<file path="config.mk">
export PLATFORM = sky130hd
export DESIGN_NAME = memtype_resolver
export DESIGN_NICKNAME = d
export VERILOG_FILES = /design/src/rtl/memtype_pkg.sv /design/src/rtl/mtr_fixed_table.sv /design/src/rtl/mtr_ctrl.sv /design/src/rtl/mtr_var_bank.sv /design/src/rtl/memtype_resolver.sv
export SDC_FILE = /design/constraint.sdc
export NUM_CORES = 2
export LEC_CHECK = 0
export BUFFER_PORTS_ARGS = -buffer_cell sky130_fd_sc_hd__clkbuf_2
export CAP_MARGIN = 40
export CORE_ASPECT_RATIO = 2
export CORE_UTILIZATION = 60
export CTS_CLUSTER_DIAMETER = 150
export DETAILED_ROUTE_END_ITERATION = 8
export PLACE_DENSITY = 0.84
export SLEW_MARGIN = 20
export SYNTH_ARGS = -nofsm -noshare
export SYNTH_HDL_FRONTEND = slang
export SYNTH_SLANG_ARGS = --single-unit
</file>
<file path="constraint.sdc">
create_clock -name clk -period 11.4 [get_ports clk]
set_clock_uncertainty 0.05 [all_clocks]
set_input_delay 1.14 -clock clk [delete_from_list [all_inputs] [get_ports clk]]
set_output_delay 1.14 -clock clk [all_outputs]
set_load 0.03 [all_outputs]
</file>
<file path="src/rtl/memtype_pkg.sv">
package memtype_pkg;
  localparam logic [7:0] MT_UC  = 8'h00;
  localparam logic [7:0] MT_WC  = 8'h01;
  localparam logic [7:0] MT_WT  = 8'h04;
  localparam logic [7:0] MT_WP  = 8'h05;
  localparam logic [7:0] MT_WB  = 8'h06;
  localparam logic [7:0] MT_OFF = 8'hFF;

  localparam int FIX_ENTRIES = 88;
  localparam int CFG_IDX_W   = 7;

  typedef enum logic [2:0] {
    SEL_FIX  = 3'd0,
    SEL_BASE = 3'd1,
    SEL_MASK = 3'd2,
    SEL_DEF  = 3'd3,
    SEL_TOP  = 3'd4
  } cfg_sel_e;

  function automatic logic [7:0] mt_merge(input logic [7:0] a, input logic [7:0] b);
    if (a == MT_UC || b == MT_UC) return MT_UC;
    if ((a == MT_WB && b == MT_WT) || (a == MT_WT && b == MT_WB)) return MT_WT;
    if (a != b) return MT_UC;
    return a;
  endfunction
endpackage

</file>
<file path="src/rtl/mtr_fixed_table.sv">
module mtr_fixed_table #(
  parameter int DEPTH = 88,
  parameter int IDX_W = 7
) (
  input  logic             clk,
  input  logic             rst,
  input  logic             we,
  input  logic [IDX_W-1:0] widx,
  input  logic [7:0]       wdata,
  input  logic [IDX_W-1:0] ridx,
  output logic [7:0]       rdata
);
  logic [7:0] mem [DEPTH];

  always_ff @(posedge clk) begin
    if (we && (int'(widx) < DEPTH)) mem[widx] <= wdata;
  end

  assign rdata = mem[ridx];


  fx_index_range_chk: assert property (@(posedge clk) disable iff (rst)
    int'(ridx) < DEPTH);
endmodule

</file>
<file path="src/rtl/mtr_ctrl.sv">
module mtr_ctrl #(
  parameter int ADDR_W = 40
) (
  input  logic              clk,
  input  logic              rst,
  input  logic              we_def,
  input  logic              we_top,
  input  logic [7:0]        def_type_in,
  input  logic              fix_en_in,
  input  logic              var_en_in,
  input  logic [ADDR_W-1:0] top_in,
  output logic              loaded,
  output logic [7:0]        def_type,
  output logic              fix_en,
  output logic              var_en,
  output logic [ADDR_W-1:0] top_lim
);
  always_ff @(posedge clk) begin
    if (rst) begin
      loaded   <= 1'b0;
      def_type <= 8'h00;
      fix_en   <= 1'b0;
      var_en   <= 1'b0;
      top_lim  <= '0;
    end else begin
      if (we_def) begin
        loaded   <= 1'b1;
        def_type <= def_type_in;
        fix_en   <= fix_en_in;
        var_en   <= var_en_in;
      end
      if (we_top) top_lim <= top_in;
    end
  end
endmodule

</file>
<file path="src/rtl/mtr_var_bank.sv">
module mtr_var_bank
  import memtype_pkg::*;
#(
  parameter int ADDR_W  = 40,
  parameter int NUM_VAR = 8
) (
  input  logic               clk,
  input  logic               rst,
  input  logic               we_base,
  input  logic               we_mask,
  input  logic [CFG_IDX_W-1:0] widx,
  input  logic [ADDR_W-13:0] base_in,
  input  logic [7:0]         type_in,
  input  logic [ADDR_W-12:0] mask_in,
  input  logic [ADDR_W-13:0] addr_pg,
  output logic               hit,
  output logic               uc_stop,
  output logic [7:0]         hit_type
);
  localparam int PG_W = ADDR_W - 12;

  logic [NUM_VAR-1:0] hitv;
  logic [7:0]         rtype [NUM_VAR];

  for (genvar g = 0; g < NUM_VAR; g++) begin : g_rng
    logic [PG_W-1:0] base_q;
    logic [PG_W-1:0] mask_q;
    logic            act_q;
    logic [7:0]      type_q;

    always_ff @(posedge clk) begin
      if (rst) begin
        base_q <= '0;
        mask_q <= '0;
        act_q  <= 1'b0;
        type_q <= 8'h00;
      end else if (int'(widx) == g) begin
        if (we_base) begin
          base_q <= base_in;
          type_q <= type_in;
        end
        if (we_mask) begin
          mask_q <= mask_in[PG_W:1];
          act_q  <= mask_in[0];
        end
      end
    end

    assign hitv[g]  = act_q && (((addr_pg ^ base_q) & mask_q) == '0);
    assign rtype[g] = type_q;
  end

  always_comb begin
    logic [7:0] nxt;
    hit      = 1'b0;
    uc_stop  = 1'b0;
    hit_type = MT_UC;
    nxt      = MT_UC;
    for (int i = 0; i < NUM_VAR; i++) begin
      if (hitv[i] && !uc_stop) begin
        if (!hit) begin
          hit      = 1'b1;
          hit_type = rtype[i];
        end else begin
          nxt      = mt_merge(hit_type, rtype[i]);
          hit_type = nxt;
          if (nxt == MT_UC) uc_stop = 1'b1;
        end
      end
    end
  end


  merge_needs_pair_chk: assert property (@(posedge clk) disable iff (rst)
    uc_stop |-> ($countones(hitv) >= 2));
endmodule

</file>
<file path="src/rtl/memtype_resolver.sv">
module memtype_resolver
  import memtype_pkg::*;
#(
  parameter int  ADDR_W    = 40,
  parameter int  NUM_VAR   = 8,
  parameter bit  HAVE_FIX  = 1'b1
) (
  input  logic                 clk,
  input  logic                 rst,
  input  logic                 cfg_we,
  input  logic [2:0]           cfg_sel,
  input  logic [CFG_IDX_W-1:0] cfg_idx,
  input  logic [ADDR_W-1:0]    cfg_wdata,
  input  logic                 lk_valid,
  input  logic [ADDR_W-1:0]    lk_addr,
  output logic                 res_valid,
  output logic [7:0]           res_type,
  output logic                 res_off
);
  localparam int PG_W = ADDR_W - 12;

  logic we_fix, we_base, we_mask, we_def, we_top;
  logic idx_var_ok;

  assign idx_var_ok = int'(cfg_idx) < NUM_VAR;
  assign we_fix  = cfg_we && (cfg_sel == SEL_FIX);
  assign we_base = cfg_we && (cfg_sel == SEL_BASE) && idx_var_ok;
  assign we_mask = cfg_we && (cfg_sel == SEL_MASK) && idx_var_ok;
  assign we_def  = cfg_we && (cfg_sel == SEL_DEF);
  assign we_top  = cfg_we && (cfg_sel == SEL_TOP);

  logic              loaded, fix_en, var_en;
  logic [7:0]        def_type;
  logic [ADDR_W-1:0] top_lim;

  mtr_ctrl #(.ADDR_W(ADDR_W)) u_ctrl (
    .clk(clk), .rst(rst),
    .we_def(we_def), .we_top(we_top),
    .def_type_in(cfg_wdata[7:0]),
    .fix_en_in(cfg_wdata[10]), .var_en_in(cfg_wdata[11]),
    .top_in(cfg_wdata),
    .loaded(loaded), .def_type(def_type),
    .fix_en(fix_en), .var_en(var_en), .top_lim(top_lim)
  );

  logic       low_meg;
  logic [7:0] fx_rdata;
  logic       fx_use;

  assign low_meg = (lk_addr[ADDR_W-1:20] == '0);

  if (HAVE_FIX) begin : g_fix
    logic [CFG_IDX_W-1:0] fx_idx;

    always_comb begin
      if (!lk_addr[19])      fx_idx = {4'd0, lk_addr[18:16]};
      else if (!lk_addr[18]) fx_idx = 7'd8  + {3'd0, lk_addr[17:14]};
      else                   fx_idx = 7'd24 + {1'b0, lk_addr[17:12]};
    end

    mtr_fixed_table #(.DEPTH(FIX_ENTRIES), .IDX_W(CFG_IDX_W)) u_fix (
      .clk(clk), .rst(rst),
      .we(we_fix), .widx(cfg_idx), .wdata(cfg_wdata[7:0]),
      .ridx(fx_idx), .rdata(fx_rdata)
    );
    assign fx_use = fix_en && low_meg;
  end else begin : g_nofix
    assign fx_rdata = MT_UC;
    assign fx_use   = 1'b0;
  end

  logic       v_hit, v_stop;
  logic [7:0] v_type;

  mtr_var_bank #(.ADDR_W(ADDR_W), .NUM_VAR(NUM_VAR)) u_var (
    .clk(clk), .rst(rst),
    .we_base(we_base), .we_mask(we_mask), .widx(cfg_idx),
    .base_in(cfg_wdata[ADDR_W-1:12]), .type_in(cfg_wdata[7:0]),
    .mask_in(cfg_wdata[ADDR_W-1:11]),
    .addr_pg(lk_addr[ADDR_W-1:12]),
    .hit(v_hit), .uc_stop(v_stop), .hit_type(v_type)
  );

  logic top_hit;
  assign top_hit = (top_lim != '0) && (lk_addr[ADDR_W-1:32] != '0) && (lk_addr < top_lim);

  logic [7:0] nx_type;
  logic       nx_off;

  always_comb begin
    nx_off  = 1'b0;
    nx_type = def_type;
    if (!loaded || (!fix_en && !var_en)) begin
      nx_off  = 1'b1;
      nx_type = MT_OFF;
    end else if (fx_use) begin
      nx_type = fx_rdata;
    end else if (!var_en) begin
      nx_type = def_type;
    end else if (v_stop) begin
      nx_type = MT_UC;
    end else if (top_hit) begin
      nx_type = MT_WB;
    end else if (v_hit) begin
      nx_type = v_type;
    end
  end

  always_ff @(posedge clk) begin
    if (rst) begin
      res_valid <= 1'b0;
      res_type  <= MT_OFF;
      res_off   <= 1'b1;
    end else begin
      res_valid <= lk_valid;
      if (lk_valid) begin
        res_type <= nx_type;
        res_off  <= nx_off;
      end
    end
  end


  res_follows_req_chk: assert property (@(posedge clk) disable iff (rst)
    lk_valid |=> res_valid);


  no_stray_res_chk: assert property (@(posedge clk) disable iff (rst)
    !lk_valid |=> !res_valid);


  unloaded_off_chk: assert property (@(posedge clk) disable iff (rst)
    (lk_valid && !loaded) |=> (res_off && res_type == MT_OFF));


  off_code_chk: assert property (@(posedge clk) disable iff (rst)
    (res_valid && res_off) |-> (res_type == MT_OFF));
endmodule

</file>
==> flow_metrics.tcl <==
set metrics [dict create \
    status "finished clean" \
    cts_hold_buffers 0 \
    synthFlopType "edfxtp_1" \
    worstMarginPinSlew_ps 1320 \
    initial_utilization_pct 60.5 \
    cts_buffer_depth 3 \
    slew_violations 0 \
    synth.area.top_cells "edfxtp_1, dfxtp_1, nand2_1" \
    syn_area_um2 58300 \
    final_util_pct 66.6 \
    die_area_um2 98400 \
    numCtsBuffers 103 \
    drive_above_1_share_pct 12.4 \
    die_y_um 443 \
    synth_top_area_share_pct 36.3 \
    startpoint_type "primary input" \
    htree_levels 3 \
    synth_cell_types 103 \
    tritoncts "built" \
    drt_first_pass_iters 7 \
    crit_required_ps 11990 \
    die_width_um 222 \
    fill_cells 6850 \
    ys_seq_area_share_pct 56.3 \
    grt_pass1_vias 45800 \
    setup_tns_ps 0 \
    reg2reg_depth 30 \
    routed_wirelength_um 217000 \
    peakVddDrop_mv 0.197 \
    fin_crit_ps 10220 \
    crit_family "compound AO/OA/AOI/OAI gates" \
    hpwl_um 144000 \
    post_synth_inst_count 5584 \
    numPortBuffers 103 \
    areaGrowthSynthToFinish_pct 10.1 \
    worst_setup_path_end_kind "flip-flop" \
    maxCapViolations 0 \
    io_pins 104 \
    cp.arrival_ps 10810 \
    track_usage_pct 43.5 \
    critical_path_class "in2reg" \
    r2r-start "u_var.g_rng[1].base_q[7]$_SDFFE_PP0P_" \
    drt_iter0_drc 6986 \
    max_freq_mhz 97.8 \
    cp_max_fo 17 \
    post-route-drc-count 0 \
    ant_nets 0 \
    leakage_uw 0.0218 \
    relSlewSlack_pct 12.1 \
    yosys_register_bits 1285 \
    synth_nets 5718 \
    wl_per_cell_um 31.5 \
    insertion_delay_ps 750 \
    vias 47500 \
    slowest_delay_ps 810 \
    clkSlewWorstSetupHoldPaths_ps 90 \
    yosysWarnings 0 \
    cts_sinks 1285 \
    setup_violations 0 \
    path_buf_inv 3 \
    worstSetupPathDepth 31 \
    grt_setup_unrepaired "false" \
    rows 161 \
    p_per_area_nw_per_um2 147 \
    nets 5706 \
    core_um2 96300 \
    cpMostUsedCell "xor2_1" \
    worstHoldPathType "reg2reg" \
    hold_viol 0 \
    place.gp.congestion 1.04 \
    vias_per_cell 6.89 \
    critPathSlowestCell "or4_1" \
    endpoint "res_type[1]$_SDFFE_PP1P_" \
    synth-async-reset-ratio_pct 0 \
    synth_area_leader_cell "edfxtp_1" \
    rrSetupSlack_ps 1570 \
    cts_root_buf "clkbuf_16" \
    min-delay-start "u_var.g_rng[0].act_q$_SDFFE_PP0P_" \
    grt_max_degree 247 \
    antenna_found_initial 12 \
    final_common_cell "nand2_1" \
    postCtsResizedCells 0 \
    r2r-end "res_type[1]$_SDFFE_PP1P_" \
    synth_edf_count 704 \
    period_share_pct 89.7 \
    layout_common_cells "nand2_1, edfxtp_1, a21oi_1" \
    grt_overflow 0 \
    crit_start "lk_addr[13]" \
    avgSynthCellArea_um2 10.4 \
    grt_pass1_wl_um 308000 \
    cts_setup_buffers 0 \
]
-- cells by family after synthesis --
| logic type | after synthesis | synth area share [%] |
|---|---|---|
| flip-flops | 1285 | 56.3 |
| XOR/XNOR | 252 | 3.83 |
| buffers and inverters | 493 | 3.30 |
| AO/OA/AOI/OAI | 1153 | 12.0 |
| multiplexers | 252 | 8.13 |
| adder cells (fa/ha/maj) | 40 | 0.859 |
| AND/OR/NAND/NOR | 2109 | 15.6 |
-- area by class of cell --
cell class / count / area, µm² / share of cell area (%)
antenna: 8 / 20.0 / 0.0312
tap: 1222 / 1530 / 2.38
clock inverter: 63 / 796 / 1.24
multi-input combinational: 3806 / 23700 / 36.9
timing repair buffer: 284 / 2210 / 3.44
inverter: 92 / 345 / 0.538
clock buffer: 126 / 2800 / 4.36
sequential: 1285 / 32800 / 51.1
-- routing by layer --
| layer | GRT usage (%) | part of all wire (%) | vias to the layer above |
|---|---|---|---|
| li1 | - | - | 19900 |
| met1 | 43.4 | 29 | 22400 |
| met2 | 72.5 | 48 | 3814 |
| met3 | 9.80 | 9.7 | 1344 |
| met4 | 45.1 | 13 | 16 |
| met5 | 0.199 | 0.046 | - |
-- sequential cells by signal, indices dropped and copies added, names as in the netlist --
signal / cells
u_var.g_rng.base_q: 224
u_var.g_rng.mask_q: 224
res_valid: 1
g_fix.u_fix.mem: 704
u_ctrl.var_en: 1
u_ctrl.fix_en: 1
u_ctrl.top_lim: 40
u_ctrl.loaded: 1
u_ctrl.def_type: 8
u_var.g_rng.act_q: 8
res_off: 1
res_type: 8
u_var.g_rng.type_q: 64
-- worst min-delay path, stage by stage, from the launching register on --
cell and delay [ps]:
dfxtp_1 310, nand2_1 50, a21oi_1 50
-- per-stage QoR --
stage / setup WS [ps] / cells / power, µW / area [µm²] / hold WS, ps
4_1_cts: 1400 / 6826 / 9360 / 63600 / 403
6_report: 1180 / 6886 / 9430 / 64200 / 407
5_1_grt: 846 / 6880 / 9580 / 64100 / 417
3_3_place_gp: 577 / 6616 / 5590 / 59700 / 390
2_1_floorplan: 2430 / 5584 / 5340 / 58300 / 382
3_5_place_dp: 642 / 6637 / 5610 / 60000 / 397
-- cells in the mapped netlist, drive strengths merged (15+ instances only) --
cell type and instances:
nand2b 29, nor3 29, a22oi 77, o21ai 93, and3 27, a211oi 74
inv 91, buf 75, mux4 176, nand4 92, or2 15, dfxtp 581
xor2 236, clkbuf 326, mux2i 69, ha 40, nor4 41, nor2 216
and2 23, a21oi 694, xnor2 16, edfxtp 704, nor2b 64, nand3 88
or4 20, nand2 1425
-- where the power goes --
group | total, µW | switching (µW) | internal [µW]
logic | 690 | 485 | 205
registers | 4880 | 5.60 | 4880
clock network | 3860 | 1760 | 2100
total | 9430 | 2250 | 7190
-- worst min path at each step --
stage                                                   to  slack, ps  depth (start not counted)
detailed placement   u_var.g_rng[5].mask_q[2]$_SDFFE_PP0P_        400                          2
finish                   u_var.g_rng[0].act_q$_SDFFE_PP0P_        410                          2
global placement         u_var.g_rng[0].act_q$_SDFFE_PP0P_        390                          2
CTS                      u_var.g_rng[0].act_q$_SDFFE_PP0P_        400                          2
global route        u_var.g_rng[5].mask_q[26]$_SDFFE_PP0P_        420                          2
floorplan                u_var.g_rng[0].act_q$_SDFFE_PP0P_        380                          2
Note: power is estimated with default switching activity, not from simulation.
